`src/rtl/lpcmt_pkg.sv`:
```
package lpcmt_pkg;

  typedef enum logic [3:0] {
    ST_IDLE, ST_TYPE, ST_ADDR, ST_WD0, ST_WD1, ST_TAR1, ST_TAR2,
    ST_SYNC, ST_RD0, ST_RD1, ST_RTA1, ST_RTA2
  } lpc_state_e;

  localparam int          ADDR_NIBS = 8;
  localparam int          ID_W      = 3;
  localparam logic [3:0]  NIB_START = 4'h0;
  localparam logic [3:0]  NIB_SYNC  = 4'h0;

  // Upper address slice A31..A19: window bits all ones, identity field equal to strap.
  function automatic logic addr_match(input logic [31:19] hi, input logic [ID_W-1:0] strap);
    logic window;
    window = (&hi[31:26]) && (&hi[21:19]);
    return window && (hi[25:23] == strap) && (hi[22] == 1'b1 || hi[22] == 1'b0);
  endfunction

  // Upper two bits of the cycle-kind nibble select memory cycles (01xx).
  function automatic logic mem_kind(input logic [1:0] top2);
    return top2 == 2'b01;
  endfunction

endpackage

```
`src/rtl/lpcmt_frame_fsm.sv`:
```
module lpcmt_frame_fsm
  import lpcmt_pkg::*;
#(
  parameter int FLASH_AW = 6,
  parameter int REG_AW   = 3
) (
  input  logic                clk,
  input  logic                rst_n,
  input  logic                frame_n,
  input  logic [3:0]          nib_in,
  input  logic [ID_W-1:0]     id_strap,
  output lpc_state_e          state,
  output logic                is_write,
  output logic                addr_done,
  output logic                addr_hit,
  output logic                wr_commit,
  output logic [7:0]          wr_data,
  output logic                sel_flash,
  output logic [FLASH_AW-1:0] flash_idx,
  output logic [REG_AW-1:0]   reg_idx
);

  localparam int CNT_W = $clog2(ADDR_NIBS);
  localparam logic [CNT_W-1:0] CNT_LAST = CNT_W'(ADDR_NIBS - 1);

  lpc_state_e       state_q, state_d;
  logic [27:0]      addr_q;
  logic [31:0]      addr_full;
  logic [CNT_W-1:0] cnt_q;
  logic [3:0]       wlo_q;
  logic             wr_q;

  assign addr_full = {addr_q, nib_in};
  assign addr_hit  = addr_match(addr_full[31:19], id_strap);

  always_comb begin
    state_d   = state_q;
    addr_done = 1'b0;
    wr_commit = 1'b0;
    if (!frame_n) begin
      state_d = (nib_in == NIB_START) ? ST_TYPE : ST_IDLE;
    end else begin
      unique case (state_q)
        ST_IDLE: state_d = ST_IDLE;
        ST_TYPE: state_d = mem_kind(nib_in[3:2]) ? ST_ADDR : ST_IDLE;
        ST_ADDR: begin
          if (cnt_q == CNT_LAST) begin
            addr_done = 1'b1;
            if (!addr_hit)  state_d = ST_IDLE;
            else if (wr_q)  state_d = ST_WD0;
            else            state_d = ST_TAR1;
          end
        end
        ST_WD0:  state_d = ST_WD1;
        ST_WD1: begin
          wr_commit = 1'b1;
          state_d   = ST_TAR1;
        end
        ST_TAR1: state_d = ST_TAR2;
        ST_TAR2: state_d = ST_SYNC;
        ST_SYNC: state_d = wr_q ? ST_RTA1 : ST_RD0;
        ST_RD0:  state_d = ST_RD1;
        ST_RD1:  state_d = ST_RTA1;
        ST_RTA1: state_d = ST_RTA2;
        ST_RTA2: state_d = ST_IDLE;
        default: state_d = ST_IDLE;
      endcase
    end
  end

  always_ff @(posedge clk or negedge rst_n) begin
    if (!rst_n) begin
      state_q <= ST_IDLE;
      addr_q  <= '0;
      cnt_q   <= '0;
      wlo_q   <= '0;
      wr_q    <= 1'b0;
    end else begin
      state_q <= state_d;
      if (frame_n && state_q == ST_TYPE) begin
        wr_q  <= nib_in[1];
        cnt_q <= '0;
      end
      if (frame_n && state_q == ST_ADDR) begin
        addr_q <= addr_full[27:0];
        cnt_q  <= cnt_q + 1'b1;
      end
      if (frame_n && state_q == ST_WD0) wlo_q <= nib_in;
    end
  end

  assign state     = state_q;
  assign is_write  = wr_q;
  assign wr_data   = {nib_in, wlo_q};
  assign sel_flash = addr_q[22];
  assign flash_idx = addr_q[FLASH_AW-1:0];
  assign reg_idx   = addr_q[REG_AW-1:0];

endmodule

```
`src/rtl/lpcmt_store.sv`:
```
module lpcmt_store #(
  parameter int FLASH_AW = 6,
  parameter int REG_AW   = 3
) (
  input  logic                clk,
  input  logic                rst_n,
  input  logic                wr_en,
  input  logic                rd_latch,
  input  logic                sel_flash,
  input  logic [FLASH_AW-1:0] flash_idx,
  input  logic [REG_AW-1:0]   reg_idx,
  input  logic [7:0]          wr_data,
  output logic [7:0]          rd_byte
);

  localparam int FLASH_N = 1 << FLASH_AW;
  localparam int REG_N   = 1 << REG_AW;

  logic [7:0] flash_mem [FLASH_N];
  logic [7:0] reg_mem   [REG_N];

  generate
    for (genvar i = 0; i < FLASH_N; i++) begin : g_flash
      always_ff @(posedge clk or negedge rst_n) begin
        if (!rst_n)                                           flash_mem[i] <= '0;
        else if (wr_en && sel_flash && flash_idx == FLASH_AW'(i)) flash_mem[i] <= wr_data;
      end
    end
    for (genvar j = 0; j < REG_N; j++) begin : g_reg
      always_ff @(posedge clk or negedge rst_n) begin
        if (!rst_n)                                          reg_mem[j] <= '0;
        else if (wr_en && !sel_flash && reg_idx == REG_AW'(j)) reg_mem[j] <= wr_data;
      end
    end
  endgenerate

  always_ff @(posedge clk or negedge rst_n) begin
    if (!rst_n)        rd_byte <= '0;
    else if (rd_latch) rd_byte <= sel_flash ? flash_mem[flash_idx] : reg_mem[reg_idx];
  end

endmodule

```
`src/rtl/lpcmt_drive.sv`:
```
module lpcmt_drive
  import lpcmt_pkg::*;
(
  input  lpc_state_e state,
  input  logic [7:0] rd_byte,
  output logic [3:0] nib_out,
  output logic       nib_oe
);

  always_comb begin
    nib_oe  = 1'b0;
    nib_out = 4'h0;
    unique case (state)
      ST_SYNC: begin nib_oe = 1'b1; nib_out = NIB_SYNC;     end
      ST_RD0:  begin nib_oe = 1'b1; nib_out = rd_byte[3:0]; end
      ST_RD1:  begin nib_oe = 1'b1; nib_out = rd_byte[7:4]; end
      default: begin nib_oe = 1'b0; nib_out = 4'h0;         end
    endcase
  end

endmodule

```
`src/rtl/lpcmt_target.sv`:
```
module lpcmt_target
  import lpcmt_pkg::*;
#(
  parameter int FLASH_AW = 6,
  parameter int REG_AW   = 3
) (
  input  logic        clk,
  input  logic        rst_n,
  input  logic        frame_n,
  input  logic [3:0]  nib_in,
  input  logic [2:0]  id_strap,
  output logic [3:0]  nib_out,
  output logic        nib_oe
);

  lpc_state_e          state;
  logic                is_write;
  logic                addr_done;
  logic                addr_hit;
  logic                wr_commit;
  logic [7:0]          wr_data;
  logic                sel_flash;
  logic [FLASH_AW-1:0] flash_idx;
  logic [REG_AW-1:0]   reg_idx;
  logic [7:0]          rd_byte;
  logic                rd_latch;

  assign rd_latch = frame_n && (state == ST_TAR2) && !is_write;

  lpcmt_frame_fsm #(.FLASH_AW(FLASH_AW), .REG_AW(REG_AW)) u_fsm (
    .clk(clk), .rst_n(rst_n), .frame_n(frame_n), .nib_in(nib_in), .id_strap(id_strap),
    .state(state), .is_write(is_write), .addr_done(addr_done), .addr_hit(addr_hit),
    .wr_commit(wr_commit), .wr_data(wr_data), .sel_flash(sel_flash),
    .flash_idx(flash_idx), .reg_idx(reg_idx)
  );

  lpcmt_store #(.FLASH_AW(FLASH_AW), .REG_AW(REG_AW)) u_store (
    .clk(clk), .rst_n(rst_n), .wr_en(wr_commit), .rd_latch(rd_latch),
    .sel_flash(sel_flash), .flash_idx(flash_idx), .reg_idx(reg_idx),
    .wr_data(wr_data), .rd_byte(rd_byte)
  );

  lpcmt_drive u_drive (
    .state(state), .rd_byte(rd_byte), .nib_out(nib_out), .nib_oe(nib_oe)
  );

endmodule

```
`config.mk`:
```
export PLATFORM = sky130hd
export DESIGN_NAME = lpcmt_target
export DESIGN_NICKNAME = d
export VERILOG_FILES = /design/src/rtl/lpcmt_pkg.sv /design/src/rtl/lpcmt_frame_fsm.sv /design/src/rtl/lpcmt_store.sv /design/src/rtl/lpcmt_drive.sv /design/src/rtl/lpcmt_target.sv
export SDC_FILE = /design/constraint.sdc
export NUM_CORES = 1
export LEC_CHECK = 0
export BUFFER_PORTS_ARGS = -buffer_cell sky130_fd_sc_hd__buf_2
export CAP_MARGIN = 40
export CORE_MARGIN = 3
export CORE_UTILIZATION = 60
export DETAILED_ROUTE_END_ITERATION = 8
export PLACE_DENSITY = 0.76
export RECOVER_POWER = 50
export SYNTH_ARGS = -nofsm -noshare
export SYNTH_HDL_FRONTEND = slang
export SYNTH_HIERARCHICAL = 1
export SYNTH_SLANG_ARGS = --single-unit
export TNS_END_PERCENT = 10
```
`constraint.sdc`:
```
create_clock -name clk -period 7.85 [get_ports clk]
set_clock_uncertainty 0.15 [all_clocks]
set_input_delay 1.57 -clock clk [delete_from_list [all_inputs] [get_ports clk]]
set_output_delay 1.57 -clock clk [all_outputs]
set_load 0.005 [all_outputs]
```
# After elaboration in Yosys (flattened, before gate mapping)
# Cells that the tools add are included.
word_totals:
  reg_bits: 624
  in_bits: 10
op_classes:
  n_addsub: 1
  order_cmp: 2
  n_eq_ne: 84
  muxes: 21
  bitwise_logic: 2
  reduce_logical: 90
ops:
  columns: ["operator", "count"]
  rows:
  - ["$eq 6x6->1 const B", 32]
  - ["$eq 6x5->1 const B", 16]
  - ["$logic_and 1x1->1", 81]
  - ["$bmux 8 s6", 1]
  - ["$eq 6x4->1 const B", 8]
  - ["$mux 8", 5]
  - ["$pmux 4 s10", 1]
  - ["$bmux 8 s3", 1]
  - ["$eq 6x3->1 const B", 4]
  - ["$eq 4x3->1 const B", 4]
  - ["$eq 3x3->1 const B", 5]
  - ["$eq 4x4->1 const B", 3]
  - ["$eq 6x2->1 const B", 2]
  - ["$mux 4", 3]
  - ["$mux 3", 3]
  - ["$eq 4x2->1 const B", 2]
  - ["$pmux 4 s2", 1]
  - ["$ge 7x7->1 const B", 1]
  - ["$not 6->7", 1]
  - ["$eq 3x2->1 const B", 2]
  - ["$eq 6x1->1 const B", 1]
  - ["$logic_not 6->1", 1]
  - ["$reduce_and 6->1", 1]
  - ["$eq 4x1->1 const B", 1]
  - ["other kinds (15)", 20]

# Longest topological paths before layout
# Gate-level depths: netlist of run 1.
depth:
  depth_word: 7
  ltp_mapped: 10
  mapped_depth_nobuf: 7

# Hierarchy
# The synthesis of run 1 kept the hierarchy.
modules_own_cells:
  columns: ["module", "instances", "cells_each", "area_per_inst_um2"]
  rows:
  - ["lpcmt_store", 1, 1781, 27005.9]
  - ["lpcmt_frame_fsm", 1, 161, 2093.3]
  - ["lpcmt_drive", 1, 12, 82.6]
  - ["lpcmt_target", 1, 2, 23.8]

# Worst setup path after synthesis of run 1
# No wires, ideal clock.
synth_path:
  kind: "input-to-reg"
  startpoint: "input port frame_n"
  endpoint: "register u_store/flash_mem[256] in the netlist's numbering"
  setup_ns: 0.125
  t_arrival_ns: 3.168
  required_ns: 7.575
  setup_slack_ns: 4.407
  stages: 7
  n_path_buf: 1
  cell_sequence: "nand2_1 nor3_1 nand2_1 or2_2 clkbuf_1 nor2_2 mux2_2"
synth_via:
  elab_chain_len: 3
synth_rtl:
  columns: ["item", "line", "source"]
  rows:
  - ["from (decl)", "lpcmt_target.sv:9", "input logic frame_n,"]
  - ["$mux 1", "lpcmt_frame_fsm.sv:40", "if (!frame_n) begin"]
  - ["net wr_commit", "lpcmt_target.sv:20", "logic wr_commit;"]
  - ["$logic_and 1x1->1 (2 in series)", "lpcmt_store.sv:26", "else if (wr_en && sel_flash && flash_idx == FLASH_AW'(i)) flash_mem[i] <= wr_data;"]
  - ["to (signal, indexed assignment)", "lpcmt_store.sv:26", null]
  - ["to (decl)", "lpcmt_store.sv:19", "logic [7:0] flash_mem [FLASH_N];"]
# The timed path passes the listed nets, and every way through them passes these cells.
# A chain may end at the register's enable or synchronous reset.

# Worst setup path after layout of run 1
layout_path:
  startpoint: "input port frame_n"
  endpoint: "register u_store/flash_mem[86] in the netlist's numbering"
# The elaborated chain is that of the path after synthesis.

==> results of run 1 <==
## flip-flops by register name (all words and copies together), names as in the netlist
signal             flops
u_fsm/addr_q          28
u_fsm/cnt_q            3
u_fsm/is_write         1
u_fsm/state            4
u_fsm/wlo_q            4
u_store/flash_mem    512
u_store/rd_byte        8
u_store/reg_mem       64
## cells in the final DEF, fill, tap and decap left out, types with 21 or more instances in the layout
cell	count
buf_4	21
mux2i_1	41
nor2_1	45
dfrtp_1	616
nor2b_1	23
nand2_1	73
clkbuf_16	71
mux2_2	596
mux2_4	28
mux4_2	123
## metrics by stage
step                util [%]  cells  total power [W]
detailed placement      61.6   2455          0.00338
CTS                     66.3   2572          0.00657
global placement        61.3   2450          0.00338
global route            66.2   2572          0.00673
finish                  66.2   2572          0.00650
floorplan                  -   1953          0.00330
## report_power, final
group          internal, W  total, W  leakage, nW  switching [W]
clock network      0.00194   0.00318         1.11        0.00124
registers          0.00322   0.00322         8.71    0.000000131
logic            0.0000124  0.000103         5.36      0.0000907
total              0.00517   0.00650         15.2        0.00134
## critical path, delay by kind of cell
kind,cells,cell delay [ps]
mux,1,430
buf+inv,2,440
simple gates,5,1710
## final timing paths
check | startpoint | to | slack, ps
setup reg to reg | u_fsm/addr_q[0] | u_store/rd_byte[3] | 4060
max in group asynchronous | rst_n | u_store/flash_mem[478] | 5020
setup / recovery | frame_n | u_store/flash_mem[86] | 4010
min in group asynchronous | rst_n | u_fsm/addr_q[20] | 810
hold / removal | u_store/flash_mem[306] | u_store/flash_mem[306] | 350
hold reg to reg | u_store/flash_mem[306] | u_store/flash_mem[306] | 350
## metal layers
layer  share of wire (%)  wire length (um)
met1                  42             28900
met2                  48             33000
met3                 6.1              4190
met4                 3.8              2610
met5                   0                 0
## final cells by class
class | instances | area (um2) | area share, %
clock inverter | 14 | 176 | 0.556
clock buffer | 103 | 2070 | 6.51
sequential | 624 | 15600 | 49.2
inverter | 7 | 26.3 | 0.0828
tap | 615 | 769 | 2.42
timing repair buffer | 46 | 438 | 1.38
multi-input combinational | 1163 | 12600 | 39.8
==> summary.txt, run 1 <==
Critical path
  • Reg2Reg Depth: 6
  • Cells along the critical path: clkbuf_1 > nand2_1 > nor3_1 > buf_4 > nand3_1 > nor2_1 > nand2_1 > mux2_2
  • Slowest cell delay on critical path: 670 ps
  • Worst Path Required: approximately 8000 ps
  • CP max-delay cell: nor2_1
  • CP dominant cell by count: nand2_1
  • Crit start category: primary input
  • Arr. time, crit path: 4170 ps
  • Crit path kind: in2reg
  • CP max FO: 11
  • Crit end category: register

Drt
  • Drt via density: around 6.5
  • Residual DRC count: 0
  • Starting DRT DRC Count: 1279
  • ANT nets after route: 0
  • Wire per inst: 26.7 um
  • Drt pass-1 iters: 5
  • Via Count: 16800
  • Drt total wl: around 69000 um

Flow run
  • Max-cap viol count: 0

Cells and area
  • FILL cells: approximately 3400
  • Layout net count: 1921
  • Antenna Cells: 0
  • Post-Layout Inst Area: between 30000 and 40000 um2
  • Share of cells above drive strength 1: 47.8%
  • Area Overhead vs Synth: 8.75%

Synthesis
  • Synthesized area per cell: around 15 um2
  • Synthesized cell area: 29200 um2
  • Syn nets: 1965
  • Mapped Cells: around 2000
  • Ys Warns: 6

STA
  • Min cycle time layout: ~3800 ps
  • Final Setup Violations: 0
  • Min Hold Slack: approximately 350 ps
  • Least-Margin Pin Slew: roughly 1000 ps
  • Final hold viol count: 0
  • Max Slew Vio Count: 0
  • Final Worst Setup Slack: 4010 ps
  • Fmax: about 260 MHz
  • Setup TNS: 0 ps
  • Final worst path period share: between 40% and 50%
  • Slew HR: between 30% and 40%
  • RSZ-0062 raised after global routing: no

Global routing
  • First-pass GRT wire length: 108000 um
  • Top Usage Layer GRT: met2
  • Remaining global-route overflow: 0
  • Met3 usage in global routing: slightly below 6%
  • Met1 Use GR: 38.0%
  • Total track usage: 27.9%
  • Initial antenna violation count: 0
  • Vias in the first global route: 17900
  • Largest net degree at the start of global routing: 188
  • Met2 usage: between 40% and 50%

Place
  • Port Buffers: 14
  • Placed Instance Area: 29500 um2
  • Hpwl dp: 42300 um
  • Pre-CTS setup slack: 3600 ps
  • Routability cong.: 0.892

Die
  • Die Span X: 227 um
  • Rows: 80
  • Die ar.: between 50000 and 60000 um2
  • IO Pins: 15
  • Core Region: 47900 um2
  • Initial core utilization: 60.9%
  • Die H: 227 um

CTS
  • TritonCTS clock tree: yes
  • Clock Latency Late Sink: 600 ps
  • Post-CTS Setup Bufs: 0
  • Clock Sinks: 624
  • Max Root-Sink Buffers: 3
  • Worst-path clk slew: 60 ps
  • CTS H-Tree Depth: 3
  • Hold_buf cts: 0
  • Clock Tree Root: clkbuf_16
  • CTS buffer count: 67
  • CTS resizes: 0

Min path
  • Hold Crit Depth: 1
  • Hold Crit Class: reg2reg

Power and ir drop
  • P per Cell Area: 205 nW/um2
  • Worst IR Drop VDD: 0.212 mV
  • Static leakage: 15.2 nW

Status
  • Status: finished clean
Note: power is estimated with default switching activity, not from simulation.
==> run 2: changes to the inputs <==
--- a/config.mk
+++ b/config.mk
@@ -8,9 +8,9 @@
 export BUFFER_PORTS_ARGS = -buffer_cell sky130_fd_sc_hd__buf_2
 export CAP_MARGIN = 40
 export CORE_MARGIN = 3
-export CORE_UTILIZATION = 60
+export CORE_UTILIZATION = 58
 export DETAILED_ROUTE_END_ITERATION = 8
-export PLACE_DENSITY = 0.76
+export PLACE_DENSITY = 0.77
 export RECOVER_POWER = 50
 export SYNTH_ARGS = -nofsm -noshare
 export SYNTH_HDL_FRONTEND = slang
==> constraint.sdc (replaced) <==
create_clock -name clk -period 3.3 [get_ports clk]
set_clock_uncertainty 0.15 [all_clocks]
set_input_delay 0.66 -clock clk [delete_from_list [all_inputs] [get_ports clk]]
set_output_delay 0.66 -clock clk [all_outputs]
set_load 0.005 [all_outputs]
==> run 2 against run 1 <==
  * The flow now finishes with violations (capacitance limit, slew limit)
  * Clock-buffer cell count is 9 lower
  * Sequential share of layout area is 1.5 points lower
  * Routed wire length is 6.2% higher
  * Sequential cell count stayed put
  * Hold slack worse by 130 ps
  * Non-clock buffer count is 126 higher
  * Worst setup slack worse by 3700 ps
  * Sequential power is 140% higher
  * Final cell count is 6.6% higher
  * Via count is 4.8% higher
  * First-iteration DRC count is 3.3% higher
  * Largest cell class unchanged
  * Highest routed layer unchanged
==> summary.txt, run 2 (synthesis gave the netlist of run 1 again) <==
Status
  • Status: finished with violations
  • Failing checks: capacitance limit, slew limit

Cells and area
  • Commonest cells after routing, fill and taps aside: dfrtp_1, mux2_2, buf_4
  • Largest registers: u_store/flash_mem (512), u_store/reg_mem (64), u_fsm/addr_q (28)
  • FILL cells: 3419
  • Largest register by flop count: u_store/flash_mem
  • Layout net count: roughly 2000
  • Share of cells above drive strength 1: 51.1%
  • Commonest non-fill, non-tap cell in the layout: dfrtp_1
  • Final non-filler cell total: 2743
  • Area Overhead vs Synth: 12.3%
  • Antenna Cells: 0
  • Max reg flops: 512

CTS
  • Clock Tree Root: clkbuf_16
  • Worst-path clk slew: ~60 ps
  • TritonCTS clock tree: yes
  • CTS H-Tree Depth: 3
  • Clock Sinks: roughly 620
  • Clock Latency Late Sink: 590 ps
  • Max Root-Sink Buffers: 3
  • CTS buffer count: 67

Power and ir drop
  • P per Cell Area: roughly 470 nW/um2
  • Static leakage: approximately 16 nW
  • Switching part of the total: about a fifth
  • Worst IR Drop VDD: 0.410 mV
  • Seq pwr share: 49.7%
  • Clock network power share: 48.6%
  • Internal power: 0.0122 W
  • Psw: between 0.003 and 0.004 W
  • Logic pwr share: under 10%

STA
  • Slew HR: -48.8%
  • Max Slew Vio Count: 73
  • Min Hold Slack: 214 ps
  • Final worst path period share: 89.6%
  • Setup TNS: 0 ps
  • Min cycle time layout: 2960 ps
  • RSZ-0062 raised after global routing: no
  • Final hold viol count: 0
  • Fmax: 338 MHz
  • Least-Margin Pin Slew: 2230 ps
  • Final Setup Violations: 0

Global routing
  • Largest net degree at the start of global routing: 81
  • First-pass GRT wire length: 114000 um
  • Vias in the first global route: 18600
  • Remaining global-route overflow: 0
  • Total track usage: 28.1%
  • Initial antenna violation count: 0

Die
  • Die H: approximately 230 um
  • Initial core utilization: 59.1%
  • Die Span X: 230 um
  • IO Pins: 15
  • Rows: 81
  • Die ar.: 53100 um2
  • Core Region: 49400 um2

Critical path
  • Slowest cell delay on critical path: 840 ps
  • Cells along the critical path: clkbuf_1 > nor3b_1 > nand3b_2 > buf_12 > mux2_4
  • Crit end category: register
  • Crit path kind: reg2reg
  • Crit start category: register
  • CP max-delay cell: nor3b_1
  • Buffer and inverter count on the worst path: 2
  • CP max FO: 20
  • Worst Path Required: 3620 ps
  • Cell family with most CP delay: simple AND/OR/NAND/NOR gates
  • Arr. time, crit path: 3280 ps

Min path
  • Hold Crit Class: in2reg

Drt
  • Via Count: 17600
  • Drt via density: about 6.4
  • Wire per inst: 26.6 um
  • Drt total wl: between 70000 and 80000 um
  • Drt pass-1 iters: 5
  • Starting DRT DRC Count: about 1300
  • Residual DRC count: 0
  • ANT nets after route: 0

Place
  • DP Cell Count: 2629
  • Routability cong.: 0.956
  • Hpwl dp: 48300 um
  • Port Buffers: 14

Flow run
  • Max-cap viol count: 1
## run 2: final timing paths
kind / slack, ps / to / cells after the start / start
setup / recovery: 340 / u_fsm/addr_q[20] / 5 / u_fsm/state[2]
hold / removal: 210 / u_fsm/state[3] / 2 / frame_n
setup reg to reg: 340 / u_fsm/addr_q[20] / 5 / u_fsm/state[2]
hold reg to reg: 340 / u_store/flash_mem[344] / 1 / u_store/flash_mem[344]
max in group asynchronous: 420 / u_fsm/wlo_q[3] / 3 / rst_n
min in group asynchronous: 1160 / u_fsm/addr_q[23] / 2 / rst_n
## run 2: timing repair
action	4_1_cts	5_1_grt
setup buffers	0	0
hold buffers	1	0
hold endpoints to repair	62	0
gates resized for setup	0	0
## run 2: final cells by class
cell class | count | area [um2] | share of cell area, %
multi-input combinational | 1163 | 12600 | 38.5
inverter | 7 | 26.3 | 0.0802
sequential | 624 | 15600 | 47.7
clock buffer | 94 | 1980 | 6.05
tap | 664 | 831 | 2.53
timing repair buffer | 172 | 1460 | 4.46
clock inverter | 19 | 210 | 0.641
## run 2: power by group through the flow
| stage | Clock, W | Sequential (W) | Combinational (W) |
|---|---|---|---|
| after floorplan | 0 | 0.00779 | 0.0000504 |
| after CTS | 0.00760 | 0.00765 | 0.000277 |
| final | 0.00747 | 0.00765 | 0.000263 |
| after global placement | 0 | 0.00779 | 0.000264 |
| after detailed placement | 0 | 0.00779 | 0.000275 |
| after global routing | 0.00791 | 0.00765 | 0.000299 |
## run 2: per-layer routing
layer	up-vias	routed length, um	global-route usage, %
met5	-	0	0
met4	0	2370	9.63
met3	146	4040	4.22
met2	572	35500	45.6
met1	9459	31000	39.2
li1	7398	-	-
## run 2: per-stage QoR
| stage | total power [W] | worst slack [ps] | util, % | area (um2) |
|---|---|---|---|---|
| after CTS | 0.0155 | 428 | 66.5 | 32800 |
| after global routing | 0.0159 | 149 | 66.4 | 32800 |
| after floorplan | 0.00784 | 699 | - | 29200 |
| final | 0.0154 | 344 | 66.4 | 32800 |
| after detailed placement | 0.00807 | 194 | 62.0 | 30600 |
| after global placement | 0.00806 | 173 | 62.0 | 30600 |
